--- src/rtl/fl_ser_pkg.sv ---
package fl_ser_pkg;
  typedef enum logic {SRC_PLAIN = 1'b0, SRC_ROUND = 1'b1} src_sel_e;

  function automatic int unsigned idx_bits(input int unsigned steps);
    return (steps > 1) ? $clog2(steps) : 1;
  endfunction
endpackage

--- src/rtl/fl_slice.sv ---
module fl_slice #(
  parameter int W = 8
) (
  input  logic [W-1:0] l_in,
  input  logic [W-1:0] r_in,
  input  logic [W-1:0] ka,
  input  logic [W-1:0] kb,
  output logic [W-1:0] l_out,
  output logic [W-1:0] r_out
);
  for (genvar b = 0; b < W; b++) begin : g_bit
    logic r_new;
    assign r_new    = r_in[b] ^ (l_in[b] & ka[b]);
    assign r_out[b] = r_new;
    assign l_out[b] = l_in[b] ^ (r_new | kb[b]);
  end
endmodule

--- src/rtl/fl_seq.sv ---
module fl_seq #(
  parameter int WIDE_STEPS   = 2,
  parameter int NARROW_STEPS = 4,
  parameter int CW           = 2
) (
  input  logic          clk,
  input  logic          rst,
  input  logic          start,
  input  logic          slim_in,
  output logic          busy,
  output logic          done,
  output logic          load,
  output logic          slim_q,
  output logic [CW-1:0] idx
);
  logic last;

  assign load = start && !busy;
  assign last = slim_q ? (idx == CW'(NARROW_STEPS - 1)) : (idx == CW'(WIDE_STEPS - 1));

  always_ff @(posedge clk) begin
    if (rst) begin
      busy   <= 1'b0;
      done   <= 1'b0;
      slim_q <= 1'b0;
      idx    <= '0;
    end else begin
      done <= 1'b0;
      if (load) begin
        busy   <= 1'b1;
        slim_q <= slim_in;
        idx    <= '0;
      end else if (busy) begin
        if (last) begin
          busy <= 1'b0;
          done <= 1'b1;
          idx  <= '0;
        end else begin
          idx <= idx + 1'b1;
        end
      end
    end
  end

  AST_DONE_ONE_CYCLE: assert property (@(posedge clk) disable iff (rst) done |=> !done);
  AST_DONE_NOT_BUSY: assert property (@(posedge clk) disable iff (rst) !(done && busy));
  AST_DONE_AFTER_RUN: assert property (@(posedge clk) disable iff (rst) $rose(done) |-> $past(busy));
  AST_MODE_HELD: assert property (@(posedge clk) disable iff (rst) (busy && !load) |=> (!busy || $stable(slim_q)));
endmodule

--- src/rtl/fl_datapath.sv ---
module fl_datapath #(
  parameter int HALF_W   = 16,
  parameter int WIDE_W   = 8,
  parameter int NARROW_W = 4,
  parameter int CW       = 2
) (
  input  logic                clk,
  input  logic                rst,
  input  logic                load,
  input  logic                adv,
  input  logic                slim,
  input  logic [CW-1:0]       idx,
  input  logic [2*HALF_W-1:0] din,
  input  logic [HALF_W-1:0]   ka,
  input  logic [HALF_W-1:0]   kb,
  output logic [2*HALF_W-1:0] dout
);
  localparam int OW = $clog2(HALF_W) + 1;

  logic [HALF_W-1:0] lq, rq;
  logic [OW-1:0]     step_w, offs;
  logic [HALF_W-1:0] ka_sh, kb_sh;
  logic [WIDE_W-1:0] l_new, r_new;

  assign step_w = slim ? OW'(NARROW_W) : OW'(WIDE_W);
  assign offs   = OW'(idx) * step_w;
  assign ka_sh  = ka >> offs;
  assign kb_sh  = kb >> offs;

  fl_slice #(.W(WIDE_W)) u_slice (
    .l_in (lq[WIDE_W-1:0]),
    .r_in (rq[WIDE_W-1:0]),
    .ka   (ka_sh[WIDE_W-1:0]),
    .kb   (kb_sh[WIDE_W-1:0]),
    .l_out(l_new),
    .r_out(r_new)
  );

  always_ff @(posedge clk) begin
    if (rst) begin
      lq <= '0;
      rq <= '0;
    end else if (load) begin
      lq <= din[2*HALF_W-1:HALF_W];
      rq <= din[HALF_W-1:0];
    end else if (adv) begin
      if (slim) begin
        lq <= {l_new[NARROW_W-1:0], lq[HALF_W-1:NARROW_W]};
        rq <= {r_new[NARROW_W-1:0], rq[HALF_W-1:NARROW_W]};
      end else begin
        lq <= {l_new, lq[HALF_W-1:WIDE_W]};
        rq <= {r_new, rq[HALF_W-1:WIDE_W]};
      end
    end
  end

  assign dout = {lq, rq};

  AST_IDLE_HOLD: assert property (@(posedge clk) disable iff (rst) (!load && !adv) |=> $stable(dout));
endmodule

--- src/rtl/fl_serial.sv ---
module fl_serial #(
  parameter int HALF_W       = 16,
  parameter int WIDE_STEPS   = 2,
  parameter int NARROW_STEPS = 4
) (
  input  logic                clk,
  input  logic                rst,
  input  logic                start,
  input  logic                src_round,
  input  logic                slim,
  input  logic [2*HALF_W-1:0] pt_word,
  input  logic [2*HALF_W-1:0] rf_word,
  input  logic [HALF_W-1:0]   key_a,
  input  logic [HALF_W-1:0]   key_b,
  output logic                busy,
  output logic                done,
  output logic [2*HALF_W-1:0] result
);
  import fl_ser_pkg::*;

  localparam int WIDE_W   = HALF_W / WIDE_STEPS;
  localparam int NARROW_W = HALF_W / NARROW_STEPS;
  localparam int CW       = idx_bits(NARROW_STEPS);

  logic          load, slim_q;
  logic [CW-1:0] idx;
  logic [2*HALF_W-1:0] din;
  src_sel_e      src;

  assign src = src_sel_e'(src_round);
  assign din = (src == SRC_ROUND) ? rf_word : pt_word;

  fl_seq #(
    .WIDE_STEPS  (WIDE_STEPS),
    .NARROW_STEPS(NARROW_STEPS),
    .CW          (CW)
  ) u_seq (
    .clk    (clk),
    .rst    (rst),
    .start  (start),
    .slim_in(slim),
    .busy   (busy),
    .done   (done),
    .load   (load),
    .slim_q (slim_q),
    .idx    (idx)
  );

  fl_datapath #(
    .HALF_W  (HALF_W),
    .WIDE_W  (WIDE_W),
    .NARROW_W(NARROW_W),
    .CW      (CW)
  ) u_dp (
    .clk (clk),
    .rst (rst),
    .load(load),
    .adv (busy),
    .slim(slim_q),
    .idx (idx),
    .din (din),
    .ka  (key_a),
    .kb  (key_b),
    .dout(result)
  );

  AST_START_TAKEN: assert property (@(posedge clk) disable iff (rst) (start && !busy) |=> busy);
  AST_BUSY_START_IGNORED: assert property (@(posedge clk) disable iff (rst) (start && busy && !done) |=> (busy || done));
endmodule

--- config.mk ---
export PLATFORM = sky130hd
export DESIGN_NAME = fl_serial
export DESIGN_NICKNAME = d
export VERILOG_FILES = /design/src/rtl/fl_ser_pkg.sv /design/src/rtl/fl_slice.sv /design/src/rtl/fl_seq.sv /design/src/rtl/fl_datapath.sv /design/src/rtl/fl_serial.sv
export SDC_FILE = /design/constraint.sdc
export NUM_CORES = 1
export LEC_CHECK = 0
export ABC_AREA = 1
export ABC_CLOCK_PERIOD_IN_PS = 3600
export BUFFER_PORTS_ARGS = -buffer_cell sky130_fd_sc_hd__buf_4
export CAP_MARGIN = 20
export CORE_MARGIN = 8
export CORE_UTILIZATION = 30
export DETAILED_ROUTE_END_ITERATION = 12
export SLEW_MARGIN = 20
export SYNTH_ARGS = -nofsm -noshare
export SYNTH_HDL_FRONTEND = slang
export SYNTH_SLANG_ARGS = --single-unit
--- constraint.sdc ---
create_clock -name clk -period 3.6 [get_ports clk]
set_input_delay 1.08 -clock clk [delete_from_list [all_inputs] [get_ports clk]]
set_output_delay 1.08 -clock clk [all_outputs]
set_load 0.02 [all_outputs]
# Word level (Yosys, flattened, before mapping)
# Cells that the tools add are included.
# word_totals
register_bits	37
inputBits	101
output_inout_bits	34
wordCells	64
# op_classes
add_sub_neg	1
multipliers	1
eq_ne	2
shifts	2
muxes	14
bitwise	33
reduce_logical	5
# ops
op	n
16-bit two-way mux	6
32-bit two-way mux	1
16-bit by 5-bit right shift with 8-bit output	2
1-bit XOR	16
1-bit AND	8
1-bit bitwise OR	8
2-bit by 5-bit multiplier with 5-bit output	1
1-bit two-way mux	5
4-bit two-way mux	1
3-bit OR reduction	1
2-bit by 1-bit adder with 2-bit output (second input constant)	1
2-bit by 1-bit == test with 1-bit output (second input constant)	1
2-bit == test (second input constant)	1
2-bit two-way mux	1
2-bit nonzero test	1
2-bit OR reduction	1
1-bit logical AND	1
1-bit zero test	1
1-bit NOT	1

# Depth between registers and ports, before layout
# Gate-level depths: netlist (run 1).
# depth
ltp_word	10
depth_mapped	17
ltp_nobuf	16

# Modules after synthesis
# From an unflattened synthesis (run 1), not the netlist that was laid out.
# unflattened
cells_unflattened	712
area_unflattened_um2	3669.8
# by_module_without_submodules
mod	n_inst	cells_per_inst	area_each_um2	seq_area_each_um2
fl_datapath	1	479	2497.4	640.6
fl_serial	1	104	491.7	0.0
fl_slice	1	96	450.4	0.0
fl_seq	1	33	230.2	100.1

# Least setup slack after synthesis (run 1)
# Ideal clock, no wire load.
# synth_path
path_kind	input to register
startpoint	input port src_round
endpoint	register u_dp.rq[14]
setup_ns	0.119
t_arrival_ns	2.017
t_required_ns	3.481
setup_slack_ns	1.465
cell_stages	7
path_buffers	2
cell_sequence	clkbuf_1 > inv_1 > clkbuf_1 > o21ai_0 > o21ai_0 > o31ai_1 > inv_1
# synth_via
elab_chain_cells	2
# synth_lines
element	line	text
start: declaration	fl_serial.sv:9	input logic src_round,
32-bit two-way mux	fl_serial.sv:31	assign din = (src == SRC_ROUND) ? rf_word : pt_word;
16-bit two-way mux	fl_datapath.sv:43	end else if (load) begin
end signal: assignment	fl_datapath.sv:45	rq <= din[HALF_W-1:0];
end signal: assignment	fl_datapath.sv:49	rq <= {r_new[NARROW_W-1:0], rq[HALF_W-1:NARROW_W]};
end signal: assignment	fl_datapath.sv:52	rq <= {r_new, rq[HALF_W-1:WIDE_W]};
end: declaration	fl_datapath.sv:20	logic [HALF_W-1:0] lq, rq;
# Every way passes these cells.
# A chain may end at the register's enable or synchronous reset.

# Worst setup path in the final report (run 1)
# layout_path
startpoint	register u_seq.slim_q
endpoint	register u_dp.lq[15]
# layout_via
elab_chain_cells	10
elab_cells_between_ends	15
classes_between	1 x mul; 2 x shift; 4 x mux; 8 x bitwise
# layout_lines
element	line	text
start: declaration	fl_seq.sv:13	output logic slim_q,
start signal: assignment	fl_seq.sv:31	slim_q <= slim_in;
4-bit two-way mux	fl_datapath.sv:25	assign step_w = slim ? OW'(NARROW_W) : OW'(WIDE_W);
2-bit by 5-bit multiplier with 5-bit output	fl_datapath.sv:26	assign offs = OW'(idx) * step_w;
16-bit by 5-bit right shift with 8-bit output	fl_datapath.sv:27	assign ka_sh = ka >> offs;
1-bit AND	fl_slice.sv:13	assign r_new = r_in[b] ^ (l_in[b] & ka[b]);
1-bit XOR	fl_slice.sv:13	
1-bit bitwise OR	fl_slice.sv:15	assign l_out[b] = l_in[b] ^ (r_new | kb[b]);
1-bit XOR	fl_slice.sv:15	
16-bit two-way mux *	fl_datapath.sv:47	if (slim) begin
16-bit two-way mux *	fl_datapath.sv:46	end else if (adv) begin
16-bit two-way mux *	fl_datapath.sv:43	
end signal: assignment	fl_datapath.sv:44	lq <= din[2*HALF_W-1:HALF_W];
end signal: assignment	fl_datapath.sv:48	lq <= {l_new[NARROW_W-1:0], lq[HALF_W-1:NARROW_W]};
end signal: assignment	fl_datapath.sv:51	lq <= {l_new, lq[HALF_W-1:WIDE_W]};
end: declaration	fl_datapath.sv:20	
# Every way passes the cells marked *; elsewhere a longest branch is shown, timed or not. The select of a mux whose other input is x is not followed.

==> results, run 1 <==
- Dividing total power by cell area gives a power density of 317 nW/um2.
- At the pin with the least slew margin, the transition time is 0.883 ns.
- In this design, the stage delay of the slowest critical-path cell is 0.80 ns.
- The destination of the worst hold path is u_dp.rq[0].
- The share of synthesized area occupied by flip-flops and latches is 23.9%.
- The worst setup path category is flip-flop to flip-flop.
- Wires add up to 12800 um.
- The final count of pins violating max slew is 0.
- The area of the die is 13900 um2.
- Of the available clock period, the critical path in the final layout requires 82.3%.
- The endpoint identified for the worst register-to-register timing path is u_dp.lq[15].
- The number of antenna repair diodes is 0.
- The required time at the endpoint of the critical path is 3.77 ns.
- After synthesis, the mean cell area works out to 5.85 um2.
- The largest total area in the synthesized netlist belongs to sky130_fd_sc_hd__dfxtp_1.
- The pin count of the biggest net entering global routing is 36.
- The insertion delay of the later-clocked pin in the worst-skew pair is 0.30 ns.
- The global-route wire length before repair is 20200 um.
- Summing internal, switching and leakage power gives 1.34 mW.
- The count of antenna-violating nets left after detailed routing is 0.
- The core region is 10200 um2.
- TritonCTS built the clock tree.
- The kind of launch point of the worst setup path is a flip-flop.
- Setup repair after global routing left no endpoint under its margin.
- Clock tree synthesis inserted a total of 5 buffers.
- The routability-driven placement congestion ratio is 0.827.
- After the first detailed-routing iteration, the DRC count stood at 334.
- The post-synthesis cell type count is 34.
- In the final layout, the share of cells above drive strength 1 is 24.2%.
- The initial utilization of the core area, before any placement, comes to 30.5%.
- Buffers placed on the I/O ports in this run total 134.
- The initial antenna violation count is 0.
- The worst pin sits at a relative slew slack of 41.0%.
- For this design, the sink count on the clock tree is 37.
- Setup violations remaining at the end of the flow were counted as 0.
- The number of global-route vias before repair was 3929.
- The number of hold violations in the final report is 0.
- The register-to-register setup slack is 0.64 ns.
- The floorplan has 37 rows.
- STA classifies the critical path endpoint as a flip-flop.
- The number of cells on the worst hold path is 2.
- The final layout net count is 751.
- From synthesis to final layout, the design area changed by 36.4%.
- The die is 118 um tall.
- The maximum resistive drop on vdd is 0.157 mV.
- The tree is rooted in a sky130_fd_sc_hd__clkbuf_8.
- In this run, post-CTS hold repair placed 0 buffers.
- For the worst setup path, the data arrival time is 3.14 ns.
- The H-tree generated during clock tree synthesis spans 2 levels.
- The fraction of synthesized cell area taken by the top area cell type is 23.9%.
- The detailed placer's ending HPWL is 9900 um.
- The number of detailed-routing iterations run before antenna repair is 4.
- The highest fanout seen on the critical path is 24.
- The timing-limited maximum frequency is 338 MHz.
- At the end of the flow the core is filled with cells to 41.6%.
- The number of warnings issued by yosys is 0.
- The clock skew after layout is 0.0118 ns.
- The leading cell type by number of instances after synthesis is sky130_fd_sc_hd__nand2_1.
- Ranked by instance count, the synthesized netlist is headed by sky130_fd_sc_hd__nand2_1 (141), sky130_fd_sc_hd__inv_1 (66), sky130_fd_sc_hd__nand3_1 (64), sky130_fd_sc_hd__nor2_1 (43), sky130_fd_sc_hd__o21ai_0 (41).
- Synthesis produced a netlist with a net count of 635.
- The combined global-route utilization of all metal layers is 17.7%.
- In the synthesized netlist the async set-or-reset flop fraction comes to 0%.
- The post-route DRC violation count is 0.
- Buffers added to address setup during post-CTS repair amount to 0.
- The buffers plus inverters on the worst setup path is 1.
- The total I/O pin count is 135.
- The worst hold path belongs to the class flip-flop to flip-flop.
- In the post-synthesis netlist, the biggest area contributors are sky130_fd_sc_hd__dfxtp_1 (24%), sky130_fd_sc_hd__nand2_1 (17%), sky130_fd_sc_hd__nand3_1 (10%).
- Broken down by cell family, the worst path's largest delay share belongs to simple AND/OR/NAND/NOR gates.
- The slowest stage of the critical path belongs to the cell sky130_fd_sc_hd__ha_1.
- In this run the critical register-to-register path is launched from u_seq.slim_q.
- The wire length per cell is 16.4 um.
- The run finished with clean final reports.
- The maximum number of buffers from clock root to sink is 2.
- The total standard cell area after synthesis is 3100 um2.
- The final route contains 3991 vias.
- The detailed-route vias per instance is 5.09.
- In this run, synthesis inferred 0 flip-flops with an integrated enable.
- The startpoint identified for the worst hold timing path is u_dp.rq[0].
- The number of cells on the worst reg-to-reg path is 13.
- The flop and latch count out of synthesis is 37.
- Summed over all failing endpoints, the final setup total negative slack is 0 ns.
- Across the run, the number of max-cap violations was 0.
- The cell seen most often among critical-path stages is sky130_fd_sc_hd__nand2_1.
- The clock-pin slew of the registers on the worst-case setup and hold paths is 0.08 ns.
- The leakage power summed over all cells is 2.11 nW.
- Counting every instance in the synthesized netlist gives 531.
- The die is 118 um wide.
- Walking the worst path, the cells encountered are nor2_1 > ha_1 > inv_2 > nand2_1 > nand2_1 > nand2_1 > nand3_1 > nand2_1 > nand2_1 > nand3_1 > nand3_1 > nand3_1 > a21oi_1.
- For this run, the leading register cell type out of synthesis is sky130_fd_sc_hd__dfxtp_1.
- Summed over all layers, the global routing overflow is 0.
- The shortest clock period the worst path allows after layout is 2.96 ns.
- The number of gates resized after CTS was 0.
## worst reg2reg max path, stage by stage (launching register included)
cell,delay [ns]
sky130_fd_sc_hd__dfxtp_1,0.72
sky130_fd_sc_hd__nor2_1,0.12
sky130_fd_sc_hd__ha_1,0.80
sky130_fd_sc_hd__inv_2,0.30
sky130_fd_sc_hd__nand2_1,0.15
sky130_fd_sc_hd__nand2_1,0.06
sky130_fd_sc_hd__nand2_1,0.05
sky130_fd_sc_hd__nand3_1,0.10
sky130_fd_sc_hd__nand2_1,0.10
sky130_fd_sc_hd__nand2_1,0.08
sky130_fd_sc_hd__nand3_1,0.09
sky130_fd_sc_hd__nand3_1,0.08
sky130_fd_sc_hd__nand3_1,0.12
sky130_fd_sc_hd__a21oi_1,0.07
## report_power, final
| part | switching [mW] | internal, mW | total [mW] |
|---|---|---|---|
| registers | 0.0523 | 0.450 | 0.503 |
| clock network | 0.160 | 0.134 | 0.293 |
| logic | 0.317 | 0.228 | 0.545 |
## sequential cells by signal, indices dropped and copies added, names as in the netlist
register and flops:
u_seq.idx 2, u_seq.done 1, u_dp.lq 16, u_dp.rq 16, u_seq.busy 1, u_seq.slim_q 1
## cell type report
class                           count  area, um2
Clock buffer                        5       68.8
Clock inverter                      3       17.5
Fill cell                        1123       5950
Inverter                           71        267
Multi-Input combinational cell    395       1940
Sequential cell                    37        741
Tap cell                          136        170
Timing Repair Buffer              137       1030
## layout by cell type, fill, tap and decap left out
cell type and count:
sky130_fd_sc_hd__nand2_1 141, sky130_fd_sc_hd__buf_4 137, sky130_fd_sc_hd__inv_1 66, sky130_fd_sc_hd__nand3_1 64, sky130_fd_sc_hd__nor2_1 43, sky130_fd_sc_hd__o21ai_0 41
sky130_fd_sc_hd__dfxtp_1 37, sky130_fd_sc_hd__a21oi_1 29, sky130_fd_sc_hd__a211oi_1 22, sky130_fd_sc_hd__o22ai_1 13, sky130_fd_sc_hd__nand4_1 6, sky130_fd_sc_hd__o221ai_1 5
sky130_fd_sc_hd__clkbuf_8 5, sky130_fd_sc_hd__inv_2 4, sky130_fd_sc_hd__a41oi_1 4, sky130_fd_sc_hd__nor3_1 3, sky130_fd_sc_hd__ha_1 3, sky130_fd_sc_hd__nor2_2 2
sky130_fd_sc_hd__nand2_4 2, sky130_fd_sc_hd__nand2_2 2, sky130_fd_sc_hd__o31ai_1 2, sky130_fd_sc_hd__a221oi_1 2, sky130_fd_sc_hd__or2_1 2, sky130_fd_sc_hd__a31oi_1 2
sky130_fd_sc_hd__clkinv_2 2, sky130_fd_sc_hd__nor2_4 1, sky130_fd_sc_hd__nand3_2 1, sky130_fd_sc_hd__clkinv_1 1, sky130_fd_sc_hd__o211ai_1 1, sky130_fd_sc_hd__o2111ai_1 1
sky130_fd_sc_hd__o21ai_1 1, sky130_fd_sc_hd__or2_0 1, sky130_fd_sc_hd__mux2i_1 1, sky130_fd_sc_hd__clkinvlp_4 1
## metal layers
| metal | vias up | global-route usage (%) | share of wire [%] |
|---|---|---|---|
| li1 | 2012 | - | - |
| met1 | 1859 | 20.4 | 42 |
| met2 | 103 | 32.3 | 52 |
| met3 | 17 | 3.60 | 4.4 |
| met4 | 0 | 4.40 | 1.7 |
| met5 | - | 0 | 0 |
## kinds of logic (layout without fill, tap and decap cells)
| kind of cell | after synthesis | count (layout) | synth area share (%) |
|---|---|---|---|
| buffers and inverters | 99 | 216 | 13.6 |
| muxes | 1 | 1 | 0.322 |
| AOI/OAI and AO/OA | 123 | 123 | 23.9 |
| DFF | 37 | 37 | 23.9 |
| adders and majority gates | 3 | 3 | 1.21 |
| and+or+nand+nor | 268 | 268 | 37.1 |
## worst max-delay path by stage
stage	start	end	slack, ns	depth (start not counted)
global placement	u_seq.slim_q	u_dp.lq[15]	0.77	13
detailed placement	u_seq.slim_q	u_dp.lq[15]	0.69	13
finish	u_seq.slim_q	u_dp.lq[15]	0.64	13
global route	u_seq.slim_q	u_dp.lq[14]	0.30	13
CTS	u_seq.slim_q	u_dp.lq[15]	0.67	13
floorplan	src_round	u_dp.rq[14]	1.46	7
## per-stage QoR
| step | worst slack (ns) | cell area (um2) | instances | hold WS [ns] |
|---|---|---|---|---|
| after floorplan | 1.46 | 3100 | 531 | 0.475 |
| after global routing | 0.304 | 4230 | 784 | 0.565 |
| after global placement | 0.766 | 4150 | 776 | 0.508 |
| after detailed placement | 0.690 | 4150 | 776 | 0.527 |
| final | 0.638 | 4230 | 784 | 0.536 |
| after CTS | 0.674 | 4230 | 784 | 0.538 |
No activity file was read; power rests on OpenSTA's default activity.
==> run 2, diff against run 1 <==
--- a/config.mk
+++ b/config.mk
@@ -5,8 +5,8 @@
 export SDC_FILE = /design/constraint.sdc
 export NUM_CORES = 1
 export LEC_CHECK = 0
-export ABC_AREA = 1
-export ABC_CLOCK_PERIOD_IN_PS = 3600
+export ABC_AREA = 0
+export ABC_CLOCK_PERIOD_IN_PS = 2900
 export BUFFER_PORTS_ARGS = -buffer_cell sky130_fd_sc_hd__buf_4
 export CAP_MARGIN = 20
 export CORE_MARGIN = 8
==> constraint.sdc (replaced) <==
create_clock -name clk -period 2.9 [get_ports clk]
set_input_delay 0.87 -clock clk [delete_from_list [all_inputs] [get_ports clk]]
set_output_delay 0.87 -clock clk [all_outputs]
set_load 0.02 [all_outputs]
==> run 2 against run 1 <==
- routed wire length decreased by 9.8%
- final area is 1.7% higher
- fmax increased by 12%
- hold slack better by 0.020 ns
- sequential share of layout area down 0.30 points
- global-route usage decreased by 1.7 points
- critical endpoint is now u_dp.lq[10]
==> results, run 2 <==
- The clock arrives with 0.00886 ns of skew.
- The initial utilization of the core area, before any placement, comes to 30.5%.
- In this run, post-CTS hold repair placed 0 buffers.
- The worst reg2reg path startpoint is u_seq.slim_q.
- The placed standard-cell area is 4220 um2.
- A synthesized cell averages 8.21 um2.
- The overall power consumption is 1.64 mW.
- Measured along the x axis, the die boundary spans 118 um.
- The maximum number of buffers from clock root to sink is 2.
- Entering global routing, the biggest net connects 40 pins.
- The area of combinational cells with multiple inputs is 2180 um2.
- Of the synthesized area, sequential elements account for 23.9%.
- The number of antenna repair diodes is 0.
- The slowest stage of the critical path is the sky130_fd_sc_hd__mux4_2 cell.
- The final layout net count is 602.
- The ratio of final minimum period to clock period is 90.8%.
- For this run, asynchronously set or reset flops after synthesis account for 0%.
- The global-route wire length before repair is 18500 um.
- Counting every instance in the synthesized netlist gives 378.
- The number of detailed-routing iterations run before antenna repair is 4.
- Counting flops with a built-in enable in the synthesized netlist gives 0.
- The buffer type at the clock tree root is sky130_fd_sc_hd__clkbuf_8.
- The via count is 3380.
- The post-placement setup slack is 0.231 ns.
- The top cell types in the final layout, fill and taps aside, are sky130_fd_sc_hd__buf_4 (144), sky130_fd_sc_hd__mux2i_1 (55), sky130_fd_sc_hd__nor2_1 (46), sky130_fd_sc_hd__a211oi_1 (38), sky130_fd_sc_hd__dfxtp_1 (37).
- The largest registers in the layout are u_dp.lq (16), u_dp.rq (16), u_seq.idx (2).
- In this run the number of H-tree levels came out at 2.
- The total number of placement rows is 37.
- The startpoint of the worst hold path is u_dp.lq[11].
- The XOR/XNOR share of the synthesized area is 2.82%.
- The power per standard cell area is 382 nW/um2.
- Setup repair after global routing left no endpoint under its margin.
- By area, the combinational part of the netlist is dominated by compound AO/OA/AOI/OAI gates.
- Among cell families on the critical path, the largest total delay comes from adder cells.
- After clock tree synthesis, the clock-pin slew on the worst setup and hold paths is 0.08 ns.
- The cell seen most often among critical-path stages is sky130_fd_sc_hd__ha_1.
- The run finished with clean final reports.
- Leaving out fill and tap cells, the most frequent cell in the layout is sky130_fd_sc_hd__buf_4.
- The kind of launch point of the worst setup path is a flip-flop.
- Summing the areas of all and, or, nand and nor instances in the mapped netlist gives 16.6% of the synthesized area.
- After routing the design area is 4310 um2.
- In this run, distinct cell masters in the synthesized netlist total 50.
- The portion of synthesized area spent on multiplexers is 23.5%.
- In the synthesized netlist the dominant register cell turns out to be sky130_fd_sc_hd__dfxtp_1.
- The initial antenna violation count is 0.
- Hold is met by 0.556 ns.
- The delay of the slowest cell on the worst path is 0.45 ns.
- The detailed placer's ending HPWL is 9060 um.
- Across every metal layer, demand over resource in global routing totals 16.0%.
- The highest fanout seen on the critical path is 16.
- After filler insertion, the fill cell instance count of the layout stands at 1061.
- For this design the top-level I/O count stands at 135.
- The class of the tightest hold or removal check is flip-flop to flip-flop.
- For this run, the top clock speed supported by timing is 380 MHz.
- The first element of the critical path is u_seq.slim_q.
- The insertion delay of the later-clocked pin in the worst-skew pair is 0.29 ns.
- When the netlist entered floorplanning its net count stood at 482.
- Counting both buffers and inverters, the worst setup path holds a total of 1.
- The fraction of synthesized cell area taken by the top area cell type is 23.9%.
- After the first detailed-routing iteration, the DRC count stood at 145.
- The number of global-route vias before repair was 3416.
- The TritonCTS buffer count is 5.
- The critical path goes through ha_1 > ha_1 > clkinvlp_4 > mux4_2 > or3b_1 > a21o_1 > a31oi_1 > o2111a_1.
- The region available for standard cell placement spans 10200 um2.
- Among all cell types in the netlist, the one instantiated most often is sky130_fd_sc_hd__mux2i_1.
- The synthesized netlist devotes 1.21% of its cell area to adder and majority cells.
- The worst-case IR drop observed on VDD is 0.206 mV.
- The final worst slack is 0.266 ns.
- The sequential cell area is 741 um2.
- The number of hold violations in the final report came to 0.
- The leakage power summed over all cells is 1.88 nW.
- The die is 118 um tall.
- TritonCTS built the clock tree.
- The max capacitance violation total is 0.
- The wire length per cell is 18.2 um.
- The final count of pins violating max slew came to 0.
- In the synthesized netlist, the cells that appear most often are sky130_fd_sc_hd__mux2i_1 (55), sky130_fd_sc_hd__nor2_1 (46), sky130_fd_sc_hd__a211oi_1 (38), sky130_fd_sc_hd__dfxtp_1 (37), sky130_fd_sc_hd__a21oi_1 (22).
- The biggest area contributor in the post-synthesis netlist is sky130_fd_sc_hd__dfxtp_1.
- STA puts the critical path data required time at 3.13 ns.
- The headroom to the max-slew limit is 57.5%.
- The shortest clock period the worst path allows after layout is 2.63 ns.
- Summing the areas of all compound-gate instances in the mapped netlist gives 26.2% of the synthesized area.
- The area added between synthesis and finish is 38.8%.
- The number of warnings issued by yosys is 0.
- Data on the critical path arrives at its endpoint at 2.87 ns.
- Setup violations remaining at the end of the flow were counted as 0.
- Ranked by total cell area, the synthesized netlist is headed by sky130_fd_sc_hd__dfxtp_1 (24%), sky130_fd_sc_hd__mux2i_1 (18%), sky130_fd_sc_hd__a211oi_1 (9.2%).
- The post-route netlist has 32.9% of its cells at a drive strength greater than 1.
- The kind of end point of the critical path is a flip-flop.
- The final layout contains routed wiring with a total length of 11600 um.
- The number of port buffers is 134.
- Buffers added to address setup during post-CTS repair amount to 0.
- At the end of routability-driven placement, the weighted congestion stood at 0.814.
- The total overflow left after global routing is 0.
- The worst setup path category is flip-flop to flip-flop.
- Counting flops and latches in the post-synthesis netlist gives 37.
- For the pin with the worst max-slew slack, the measured transition is 0.636 ns.
- After detailed routing, the number of vias per cell comes to 5.32.
- The count of antenna-violating nets left after detailed routing is 0.
- Post-CTS repair changed the size of 0 cells.
- The area of the die is 13900 um2.
- The tree built by TritonCTS fans out to 37 sinks.
- The total standard cell area after synthesis is 3100 um2.
- The post-route DRC violation count is 0.
- In the final timing run, aggregate negative setup slack is 0 ns.
-- run 2: cell count changes after synthesis, sizes merged, moves of 7 or more --
cell	previous run	this run
nand2	145	16
inv	70	11
nand3	65	7
mux2i	1	55
o21ai	42	13
a211oi	22	38
mux4	0	8
a21oi	29	22
and3	0	7
xnor2	0	7
-- run 2: kinds of logic after synthesis --
logic type | after synthesis
AO/OA/AOI/OAI | 118
flip-flops | 37
AND/OR/NAND/NOR | 104
XOR/XNOR | 10
adder cells (fa/ha/maj) | 3
buffers and inverters | 43
multiplexers | 63
-- run 2: layer usage --
metal	share of wire [%]	GRT usage (%)	vias to the layer above
met2	43	24.5	137
li1	-	-	1677
met5	0	0	-
met4	1.1	3.92	0
met1	49	22.4	1557
met3	7.0	3.12	9
-- run 2: worst paths after layout --
check                           slack (ns)  cells after the start          end
worst max register to register        0.27                      8  u_dp.lq[10]
worst min-delay path                  0.56                      2  u_dp.lq[11]
worst min register to register        0.56                      2  u_dp.lq[11]
worst max-delay path                  0.27                      8  u_dp.lq[10]
-- run 2: through the flow --
stage	instances	util, %
after floorplan	378	-
after global routing	635	42.3
after detailed placement	627	41.4
after CTS	635	42.2
after global placement	627	41.4
final	635	42.3
-- run 2: cell type report --
cell class              count  share of cell area (%)
clock buffers               6                    1.69
clock inverters             2                   0.232
inverters                  12                    1.13
multi-input cells         298                    50.7
flip-flops and latches     37                    17.2
well taps                 136                    3.95
repair buffers            144                    25.1
-- run 2: tightest hold or removal path: cells and delay by family, from the launching register on --
family / cells / cell delay, ns
flops: 1 / 0.35
simple gates: 1 / 0.11
compound gates: 1 / 0.05
-- run 2: power breakdown --
part | switching [mW] | internal, mW
Combinational | 0.321 | 0.320
Sequential | 0.0849 | 0.559
Clock | 0.193 | 0.167
Total | 0.599 | 1.05
